$ cat config.mk
export PLATFORM = sky130hd
export DESIGN_NAME = pkt_insert_ctrl
export DESIGN_NICKNAME = d
export VERILOG_FILES = /design/src/rtl/pib_pkg.sv /design/src/rtl/pib_mem.sv /design/src/rtl/pib_fill.sv /design/src/rtl/pib_ctrl.sv /design/src/rtl/pkt_insert_ctrl.sv
export SDC_FILE = /design/constraint.sdc
export NUM_CORES = 2
export LEC_CHECK = 0
export BUFFER_PORTS_ARGS = -buffer_cell sky130_fd_sc_hd__buf_2
export CAP_MARGIN = 20
export CORE_UTILIZATION = 25
export DETAILED_ROUTE_END_ITERATION = 7
export SLEW_MARGIN = 30
export SYNTH_ARGS = -nofsm -noshare
export SYNTH_HDL_FRONTEND = slang
export SYNTH_SLANG_ARGS = --single-unit
$ cat constraint.sdc
create_clock -name clk -period 7.28 [get_ports clk]
set_clock_uncertainty 0.05 [all_clocks]
set_input_delay 1.092 -clock clk [delete_from_list [all_inputs] [get_ports clk]]
set_output_delay 1.092 -clock clk [all_outputs]
set_load 0.02 [all_outputs]
$ cat src/rtl/pib_pkg.sv
package pib_pkg;
   localparam int CSR_W        = 32;
   localparam int BIT_WPTR_CLR = 30;
   localparam int WPTR_LSB     = 24;
   localparam int BIT_RPTR_CLR = 22;
   localparam int RPTR_LSB     = 16;
   localparam int SEL_LSB      = 8;
   localparam int BIT_PAD      = 7;
   localparam int BIT_ENABLE   = 6;
   localparam int SIZE_LSB     = 0;
   localparam int PTR_FIELD_W  = 6;
   localparam int SEL_FIELD_W  = 3;

   typedef struct packed {
      logic wptr_clr;
      logic rptr_clr;
      logic pad;
      logic enable;
   } csr_cmd_t;
endpackage

$ cat src/rtl/pib_mem.sv
module pib_mem #(
   parameter int DATA_W    = 32,
   parameter int ADDR_W    = 6,
   parameter bit RESET_MEM = 1'b0
) (
   input  logic              clk,
   input  logic              rst_n,
   input  logic              we,
   input  logic [ADDR_W-1:0] waddr,
   input  logic [DATA_W-1:0] wdata,
   input  logic [ADDR_W-1:0] raddr,
   output logic [DATA_W-1:0] rdata
);
   localparam int DEPTH = 1 << ADDR_W;

   logic [DATA_W-1:0] mem_q [DEPTH];

   generate
      if (RESET_MEM) begin : g_rst_mem
         always_ff @(posedge clk or negedge rst_n) begin
            if (!rst_n) begin
               for (int i = 0; i < DEPTH; i++) mem_q[i] <= '0;
            end else if (we) begin
               mem_q[waddr] <= wdata;
            end
         end
      end else begin : g_plain_mem
         always_ff @(posedge clk) begin
            if (we) mem_q[waddr] <= wdata;
         end
         logic unused_rst;
         assign unused_rst = rst_n;
      end
   endgenerate

   assign rdata = mem_q[raddr];
endmodule

$ cat src/rtl/pib_fill.sv
module pib_fill #(
   parameter int ADDR_W = 6
) (
   input  logic              clk,
   input  logic              rst_n,
   input  logic              start,
   input  logic [ADDR_W-1:0] start_idx,
   output logic              busy,
   output logic              wr_en,
   output logic [ADDR_W-1:0] wr_idx
);
   localparam logic [ADDR_W-1:0] LAST_IDX = '1;

   logic              busy_q;
   logic [ADDR_W-1:0] idx_q;

   always_ff @(posedge clk or negedge rst_n) begin
      if (!rst_n) begin
         busy_q <= 1'b0;
         idx_q  <= '0;
      end else if (busy_q) begin
         idx_q <= idx_q + ADDR_W'(1);
         if (idx_q == LAST_IDX) busy_q <= 1'b0;
      end else if (start) begin
         busy_q <= 1'b1;
         idx_q  <= start_idx;
      end
   end

   assign busy   = busy_q;
   assign wr_en  = busy_q;
   assign wr_idx = idx_q;

   AST_PAD_STOPS_AT_END: assert property (@(posedge clk) disable iff (!rst_n)
      busy_q && (idx_q == LAST_IDX) |=> !busy_q);
   AST_PAD_STEPS_BY_ONE: assert property (@(posedge clk) disable iff (!rst_n)
      busy_q && (idx_q != LAST_IDX) |=> busy_q && (idx_q == $past(idx_q) + ADDR_W'(1)));
endmodule

$ cat src/rtl/pib_ctrl.sv
module pib_ctrl #(
   parameter int ADDR_W = 6,
   parameter int SEL_W  = 3
) (
   input  logic              clk,
   input  logic              rst_n,
   input  logic              csr_wr,
   input  pib_pkg::csr_cmd_t cmd,
   input  logic [ADDR_W-1:0] size_in,
   input  logic [SEL_W-1:0]  sel_in,
   input  logic              acc_wr,
   input  logic              acc_rd,
   input  logic              ins_req,
   input  logic              fill_busy,
   output logic [ADDR_W-1:0] wr_ptr,
   output logic [ADDR_W-1:0] rd_ptr,
   output logic              en,
   output logic [ADDR_W-1:0] size,
   output logic [SEL_W-1:0]  sel,
   output logic              last,
   output logic              done,
   output logic              fill_start,
   output logic              sw_we
);
   logic [ADDR_W-1:0] wr_ptr_q, rd_ptr_q, size_q;
   logic [SEL_W-1:0]  sel_q;
   logic              en_q, done_q;
   logic              en_set, wclr_ok, rclr_ok, sw_rd_ok, hw_step, finish;
   logic [ADDR_W-1:0] last_idx;

   assign en_set   = csr_wr && cmd.enable && !en_q;
   assign wclr_ok  = csr_wr && cmd.wptr_clr && !en_q;
   assign rclr_ok  = csr_wr && cmd.rptr_clr && !en_q;
   assign sw_we    = acc_wr && !en_q && !fill_busy;
   assign sw_rd_ok = acc_rd && !en_q;
   assign hw_step  = ins_req && en_q;
   assign last_idx = size_q - ADDR_W'(1);
   assign last     = en_q && (rd_ptr_q == last_idx);
   assign finish   = hw_step && last;
   assign fill_start = csr_wr && cmd.pad && !fill_busy;

   always_ff @(posedge clk or negedge rst_n) begin
      if (!rst_n) begin
         wr_ptr_q <= '0;
      end else if (en_set || wclr_ok) begin
         wr_ptr_q <= '0;
      end else if (sw_we) begin
         wr_ptr_q <= wr_ptr_q + ADDR_W'(1);
      end
   end

   always_ff @(posedge clk or negedge rst_n) begin
      if (!rst_n) begin
         rd_ptr_q <= '0;
      end else if (en_set || rclr_ok) begin
         rd_ptr_q <= '0;
      end else if (sw_rd_ok || hw_step) begin
         rd_ptr_q <= rd_ptr_q + ADDR_W'(1);
      end
   end

   always_ff @(posedge clk or negedge rst_n) begin
      if (!rst_n) begin
         en_q   <= 1'b0;
         done_q <= 1'b0;
         size_q <= '0;
         sel_q  <= '0;
      end else begin
         done_q <= finish;
         if (finish) begin
            en_q <= 1'b0;
         end else if (csr_wr) begin
            en_q <= cmd.enable;
         end
         if (csr_wr) begin
            size_q <= size_in;
            sel_q  <= sel_in;
         end
      end
   end

   assign wr_ptr = wr_ptr_q;
   assign rd_ptr = rd_ptr_q;
   assign en     = en_q;
   assign size   = size_q;
   assign sel    = sel_q;
   assign done   = done_q;

   AST_WPTR_HELD_WHEN_ON: assert property (@(posedge clk) disable iff (!rst_n)
      en_q |=> $stable(wr_ptr_q));
   AST_PTRS_ZERO_ON_ENABLE: assert property (@(posedge clk) disable iff (!rst_n)
      $rose(en_q) |-> (wr_ptr_q == '0) && (rd_ptr_q == '0));
   AST_DONE_AFTER_LAST: assert property (@(posedge clk) disable iff (!rst_n)
      en_q && ins_req && last |=> done_q && !en_q);
   AST_DONE_SINGLE: assert property (@(posedge clk) disable iff (!rst_n)
      done_q |=> !done_q);
   AST_IDLE_REQ_IGNORED: assert property (@(posedge clk) disable iff (!rst_n)
      !en_q && ins_req && !csr_wr && !acc_rd |=> $stable(rd_ptr_q) && !done_q);
endmodule

$ cat src/rtl/pkt_insert_ctrl.sv
module pkt_insert_ctrl #(
   parameter int DATA_W    = 32,
   parameter int ADDR_W    = 6,
   parameter int SEL_W     = 3,
   parameter bit RESET_MEM = 1'b0
) (
   input  logic              clk,
   input  logic              rst_n,
   input  logic              csr_wr,
   input  logic [31:0]       csr_wdata,
   output logic [31:0]       csr_rdata,
   input  logic              acc_wr,
   input  logic [DATA_W-1:0] acc_wdata,
   input  logic              acc_rd,
   output logic [DATA_W-1:0] acc_rdata,
   output logic              fill_busy,
   input  logic              ins_req,
   output logic [DATA_W-1:0] ins_data,
   output logic              ins_last,
   output logic              ins_done,
   output logic              ins_en,
   output logic [SEL_W-1:0]  buf_sel
);
   import pib_pkg::*;

   generate
      if (ADDR_W < 1 || ADDR_W > PTR_FIELD_W) begin : g_bad_addr_w
         $error("ADDR_W must lie in 1..6 to fit the pointer fields");
      end
      if (SEL_W < 1 || SEL_W > SEL_FIELD_W) begin : g_bad_sel_w
         $error("SEL_W must lie in 1..3 to fit the target field");
      end
      if (DATA_W < 1) begin : g_bad_data_w
         $error("DATA_W must be positive");
      end
   endgenerate

   csr_cmd_t          cmd;
   logic [ADDR_W-1:0] wr_ptr, rd_ptr, size;
   logic [SEL_W-1:0]  sel;
   logic              en, fill_start, sw_we;
   logic              pad_we;
   logic [ADDR_W-1:0] pad_idx;
   logic              mem_we;
   logic [ADDR_W-1:0] mem_waddr;
   logic [DATA_W-1:0] mem_wdata, mem_rdata;
   logic              unused_csr;

   assign cmd.wptr_clr = csr_wdata[BIT_WPTR_CLR];
   assign cmd.rptr_clr = csr_wdata[BIT_RPTR_CLR];
   assign cmd.pad      = csr_wdata[BIT_PAD];
   assign cmd.enable   = csr_wdata[BIT_ENABLE];
   assign unused_csr   = ^{csr_wdata[31], csr_wdata[29:23], csr_wdata[21:11]};

   pib_ctrl #(.ADDR_W(ADDR_W), .SEL_W(SEL_W)) u_ctrl (
      .clk        (clk),
      .rst_n      (rst_n),
      .csr_wr     (csr_wr),
      .cmd        (cmd),
      .size_in    (csr_wdata[SIZE_LSB +: ADDR_W]),
      .sel_in     (csr_wdata[SEL_LSB +: SEL_W]),
      .acc_wr     (acc_wr),
      .acc_rd     (acc_rd),
      .ins_req    (ins_req),
      .fill_busy  (fill_busy),
      .wr_ptr     (wr_ptr),
      .rd_ptr     (rd_ptr),
      .en         (en),
      .size       (size),
      .sel        (sel),
      .last       (ins_last),
      .done       (ins_done),
      .fill_start (fill_start),
      .sw_we      (sw_we)
   );

   pib_fill #(.ADDR_W(ADDR_W)) u_fill (
      .clk       (clk),
      .rst_n     (rst_n),
      .start     (fill_start),
      .start_idx (wr_ptr),
      .busy      (fill_busy),
      .wr_en     (pad_we),
      .wr_idx    (pad_idx)
   );

   always_comb begin
      if (pad_we) begin
         mem_we    = 1'b1;
         mem_waddr = pad_idx;
         mem_wdata = '1;
      end else begin
         mem_we    = sw_we;
         mem_waddr = wr_ptr;
         mem_wdata = acc_wdata;
      end
   end

   pib_mem #(.DATA_W(DATA_W), .ADDR_W(ADDR_W), .RESET_MEM(RESET_MEM)) u_mem (
      .clk   (clk),
      .rst_n (rst_n),
      .we    (mem_we),
      .waddr (mem_waddr),
      .wdata (mem_wdata),
      .raddr (rd_ptr),
      .rdata (mem_rdata)
   );

   always_comb begin
      csr_rdata                          = '0;
      csr_rdata[WPTR_LSB +: ADDR_W]      = wr_ptr;
      csr_rdata[RPTR_LSB +: ADDR_W]      = rd_ptr;
      csr_rdata[SEL_LSB +: SEL_W]        = sel;
      csr_rdata[BIT_ENABLE]              = en;
      csr_rdata[SIZE_LSB +: ADDR_W]      = size;
   end

   assign acc_rdata = mem_rdata;
   assign ins_data  = mem_rdata;
   assign ins_en    = en;
   assign buf_sel   = sel;

   AST_PAD_BLOCKS_SW_WRITE: assert property (@(posedge clk) disable iff (!rst_n)
      fill_busy && acc_wr && !csr_wr |=> $stable(wr_ptr));
   AST_LAST_ONLY_ENABLED: assert property (@(posedge clk) disable iff (!rst_n)
      ins_last |-> ins_en);
endmodule

# --- Word-level counts from Yosys, hierarchy flattened ---
# Memories as Yosys holds them, arrays and structs flattened.
# Cells that the tools add are included.
op_classes:
  n_reduce_logical: 23
  n_eq_ne: 2
  mux: 16
  n_addsub: 4
op_table:
  columns: ["operator", "n"]
  rows:
  - ["$mux 6", 7]
  - ["$mux 32", 1]
  - ["$add 6x1->6 const B", 3]
  - ["$logic_and 1x1->1", 14]
  - ["$mux 1", 8]
  - ["$reduce_bool 2->1", 4]
  - ["$eq 6x6->1", 1]
  - ["$eq 6x6->1 const B", 1]
  - ["$sub 6x1->6 const B", 1]
  - ["$logic_or 1x1->1", 3]
  - ["$logic_not 1->1", 2]
totals:
  ramBits: 2048
  memories: 1
  reg_bits: 30
  wordCells: 54
  out_inout_bits: 103
  in_bits: 70
memory_table:
  columns: ["name", "words", "width", "read_ports", "rd_clocked_by_memory_dff", "write_ports", "line", "source"]
  rows:
  - ["u_mem.mem_q", 64, 32, 1, 0, 1, "pib_mem.sv:16", "logic [DATA_W-1:0] mem_q [DEPTH];"]

# --- Longest topological paths before layout ---
logic_depth:
  depth_word: 6
  mapped_depth: 11
  ltp_nobuf: 7

# --- Cells and area by module ---
# A second synthesis with hierarchy kept.
hier_totals:
  cells_unflattened: 3536
  hier_area_um2: 80098.1
modules_own_cells:
  columns: ["mod", "seq_area_each_um2", "n_inst", "area_per_inst_um2", "cells_per_inst"]
  rows:
  - ["pib_mem", 61499.0, 1, 77874.7, 3292]
  - ["pib_ctrl", 575.6, 1, 1159.9, 113]
  - ["pkt_insert_ctrl", 0.0, 1, 653.1, 90]
  - ["pib_fill", 175.2, 1, 410.4, 41]

# --- Least setup slack after synthesis ---
# No wires, ideal clock.
synth_path:
  path_kind: "input -> register"
  from: "in acc_wr"
  to: "mem u_mem.mem_q[0][0] (enable)"
  t_required_ns: 6.809
  t_arrival_ns: 3.552
  n_path_buf: 0
  cell_stages: 5
  slack_ns: 3.256
  setup_time_ns: 0.421
  cell_sequence: "nor3b_1 inv_1 o22ai_1 nand2_1 nor2_1"
synth_via:
  elab_chain_cells: 5
synth_lines:
  columns: ["element", "line", "source"]
  rows:
  - ["from (decl)", "pkt_insert_ctrl.sv:12", "input logic acc_wr,"]
  - ["$logic_and 1x1->1 (2 in series)", "pib_ctrl.sv:34", "assign sw_we = acc_wr && !en_q && !fill_busy;"]
  - ["$mux 1", "pkt_insert_ctrl.sv:88", "if (pad_we) begin"]
  - ["$mux 1", "pib_mem.sv:29", "if (we) mem_q[waddr] <= wdata;"]
  - ["$mux 1 (not written as such)", "pib_mem.sv:29", null]
  - ["to (decl)", "pib_mem.sv:16", null]
# Every way passes these cells.

# --- Final worst setup path ---
layout_path:
  from: "reg u_ctrl.rd_ptr_q[1] (netlist: u_ctrl.rd_ptr[1])"
  to: "out acc_rdata[31]"
layout_via:
  elab_chain_cells: 1
layout_lines:
  columns: ["element", "line", "source"]
  rows:
  - ["from (decl)", "pib_ctrl.sv:25", "logic [ADDR_W-1:0] wr_ptr_q, rd_ptr_q, size_q;"]
  - ["from (signal assigned)", "pib_ctrl.sv:58", "rd_ptr_q <= rd_ptr_q + ADDR_W'(1);"]
  - ["$mem_v2 64x32", null, null]
  - ["to (decl)", "pkt_insert_ctrl.sv:15", "output logic [DATA_W-1:0] acc_rdata,"]
# Every way passes these cells.

==> metrics.csv <==
metric,value,unit
run_status,completed,
worstHoldPathType,input pin to asynchronous set/reset pin,
numClockSinks,2078,
synth.top_cell.area_share,75.94,%
fmaxAchievable,0.1655,GHz
timing_worst_slew_pin_value,0.9981,ns
total_power_per_unit_cell_area,378.8,mW/mm^2
clkLatencyLatePin,0.85,ns
count_of_non_filler_cells_in_the_finished_layout,8488,
ys_types,56,
synth_edf_count,2048,
postSynth.asyncResetShare,1.444,%
fin_area,0.09354,mm^2
end_kind,output pin,
cts_max_level,4,
finalMaxSlewViolations,0,
synth.mux.area_fraction,16.05,%
slowest_delay,0.98,ns
globalplace.congestion,0.7651,
cell_taking_the_most_area_after_synthesis,sky130_fd_sc_hd__edfxtp_1,
cts_setup_buffers,0,
xor_xnor_share_of_the_synthesized_area,0.2488,%
drt_pre_antenna_iters,5,
die_w,571.1,um
initial_utilization,25.18,%
crit_fanout,39,
grt_first_pass_wirelength,300600,um
most-common-layout-cells,"sky130_fd_sc_hd__edfxtp_1, sky130_fd_sc_hd__mux4_2, sky130_fd_sc_hd__mux2i_1",
placedInstanceArea,0.08722,mm^2
place.detailed.instances,8117,
sequential_element_share_of_the_synthesized_area,76.87,%
detailroute.via_count,39530,
drtAntennaViolNets,0,
mostFrequentLayoutCell,sky130_fd_sc_hd__edfxtp_1,
synth.cell_area,0.08098,mm^2
cap_violations,0,
drt_drc_violations_left,0,
postCtsHoldBufs,0,
hold-worst-slack,0.2512,ns
io-pin-count,173,
clock_tree.root_cell,sky130_fd_sc_hd__clkbuf_16,
groute.usage.overall,12.82,%
cts_inserted_buffers,196,
rsz0062_at_grt,false,
die_outline_area,0.3262,mm^2
drt-initial-drc-count,4186,
syn_area_per_cell,21.47,um^2
cts_max_path_buffers,3,
synthAdderAreaFrac,0.06180,%
family_of_cells_with_the_greatest_summed_delay_on_the_critical_path,simple AND/OR/NAND/NOR gates,
design.core.area,0.3217,mm^2
hpwlAfterDp,122600,um
pin_count_of_the_biggest_net_entering_global_routing,90,
timing.setup.critical_path_class,flop to output pin,
path_cells,buf_4 > mux2i_1 > a22oi_1 > nand4_1 > a22oi_1 > nor4bb_1 > buf_2,
critPathRequiredTime,6.14,ns
die_height,571.1,um
power,35.43,mW
worst_path_max_delay_cell,sky130_fd_sc_hd__dfrtp_4,
worst_ep_arrival_time,4.90,ns
vias_in_the_first_global_route,39930,
wl_per_cell,25.05,um
synth-seq-cells,2078,
post_cts_resized,0,
layout-area-overhead-vs-synth,15.51,%
clkSlewWorstSetupHoldPaths,0.06,ns
synthTopCellsByArea,"sky130_fd_sc_hd__edfxtp_1, sky130_fd_sc_hd__mux4_2, sky130_fd_sc_hd__mux2i_1",
worst_ir_drop_vdd,0.0003602,V
wp_buf_inv,2,
ys_warn_count,0,
post_synth_and_or_nand_nor_area_fraction,1.908,%
buffer_ports.inserted,143,
power_leakage,26.82,nW
postSynth.topFlopCell,sky130_fd_sc_hd__edfxtp_1,
post_drt_via_cell_ratio,4.657,
final.min_clock_period,6.041,ns
synth_compound_area_share,2.801,%
relSlewSlack,33.32,%
number_of_failing_hold_endpoints_at_the_final_stage,0,
final_net_count,4084,
final_min_period_over_clock_period,82.99,%
synth_top_family_by_area,multiplexers,
synthCells,3772,
kind_of_launch_point_of_the_worst_setup_path,flop,
core.rowCount,208,
setup_viol,0,
tritoncts,built,
critical-path-top-cell-by-count,sky130_fd_sc_hd__a22oi_1,
final.setup.tns,0,ns
drive_gt1_share,27.39,%
total_congestion_overflow_after_global_routing,0,
drt-total-wl,212600,um
antenna_found_initial,28,
Yosys cell counts, types with 10 or more instances:
library cell,instances
sky130_fd_sc_hd__nand2_1,76
sky130_fd_sc_hd__o22ai_1,56
sky130_fd_sc_hd__mux2i_1,279
sky130_fd_sc_hd__a211oi_1,46
sky130_fd_sc_hd__a221oi_1,22
sky130_fd_sc_hd__buf_4,74
sky130_fd_sc_hd__dfrtp_1,30
sky130_fd_sc_hd__edfxtp_1,2048
sky130_fd_sc_hd__nor2b_1,17
sky130_fd_sc_hd__a21oi_1,49
sky130_fd_sc_hd__a22oi_1,21
sky130_fd_sc_hd__buf_6,35
sky130_fd_sc_hd__nand2b_1,15
sky130_fd_sc_hd__inv_1,10
sky130_fd_sc_hd__clkbuf_1,50
sky130_fd_sc_hd__nand4_1,10
sky130_fd_sc_hd__mux2_2,48
sky130_fd_sc_hd__o221ai_1,19
sky130_fd_sc_hd__xnor2_1,16
sky130_fd_sc_hd__buf_1,10
sky130_fd_sc_hd__a2111oi_0,12
sky130_fd_sc_hd__buf_2,72
sky130_fd_sc_hd__or2_2,33
sky130_fd_sc_hd__o21ai_0,26
sky130_fd_sc_hd__mux4_2,429
sky130_fd_sc_hd__nand3_1,12
sky130_fd_sc_hd__nor2_1,141
worst paths after layout:
check / slack, ns / to / startpoint / cells after the start
setup / recovery: 1.24 / acc_rdata[31] / u_ctrl.rd_ptr[1] / 7
setup reg to reg: 3.07 / u_mem.mem_q[42][12] / u_fill.busy / 7
hold reg to reg: 0.48 / u_ctrl.sel[2] / u_ctrl.sel[2] / 1
max in group asynchronous: 6.36 / u_ctrl.rd_ptr[0] / rst_n / 1
hold / removal: 0.25 / u_ctrl.done / rst_n / 1
min in group clk: 0.42 / u_ctrl.size[0] / csr_wdata[0] / 3
registers in the layout (all words and copies together), names as in the netlist:
register	count
u_ctrl.done	1
u_ctrl.en	1
u_ctrl.rd_ptr	6
u_ctrl.sel	3
u_ctrl.size	6
u_ctrl.wr_ptr	6
u_fill.busy	1
u_fill.wr_idx	6
u_mem.mem_q	2048
logic make-up (layout without fill, tap and decap cells):
logic type | count (synthesis) | count (layout)
flip-flops | 2078 | 2078
XOR/XNOR | 23 | 23
multiplexers | 756 | 756
buffers and inverters | 257 | 649
AND/OR/NAND/NOR | 330 | 330
AO/OA/AOI/OAI | 323 | 323
adder cells (fa/ha/maj) | 4 | 4
other | 1 | 20
power by group:
part           leakage (nW)  switching (mW)  internal [mW]
sequential             17.4           0.365           14.8
clock                  3.05            4.44           5.57
combinational          6.35            6.62           3.65
through the flow:
stage	utilization, %	setup slack, ns
finish	29.08	1.239
global route	29.08	0.9240
CTS	29.07	1.074
detailed placement	27.11	2.001
global placement	27.07	2.007
floorplan	-	3.256
layer usage:
| metal | part of all wire [%] | track usage [%] | routed length [um] | vias to the layer above |
|---|---|---|---|---|
| met3 | 7.2 | 2.514 | 15250 | 313 |
| met5 | 0.061 | 0 | 130 | - |
| met2 | 49 | 21.32 | 104100 | 1516 |
| met1 | 41 | 16.95 | 87640 | 21460 |
| met4 | 2.6 | 3.714 | 5525 | 20 |
| li1 | - | - | - | 16220 |
worst register-to-register path, stage by stage, from the launching register on:
cell	delay, ns
sky130_fd_sc_hd__dfrtp_2	0.38
sky130_fd_sc_hd__buf_4	0.34
sky130_fd_sc_hd__nor3b_2	0.60
sky130_fd_sc_hd__inv_1	0.09
sky130_fd_sc_hd__o22ai_1	0.28
sky130_fd_sc_hd__nand2_1	0.66
sky130_fd_sc_hd__nor2_4	0.99
sky130_fd_sc_hd__buf_4	0.49
final cells by class:
class                   instances  area (um^2)
repair buffers                278         1852
fillers                     31260       228100
inverters                      10        37.54
diodes                         10        25.02
clock buffers                 243         5102
flip-flops and latches       2078        62270
clock inverters               118         1179
well taps                    4305         5386
multi-input cells            1446        17690
Power figures use the tool's default switching activity.
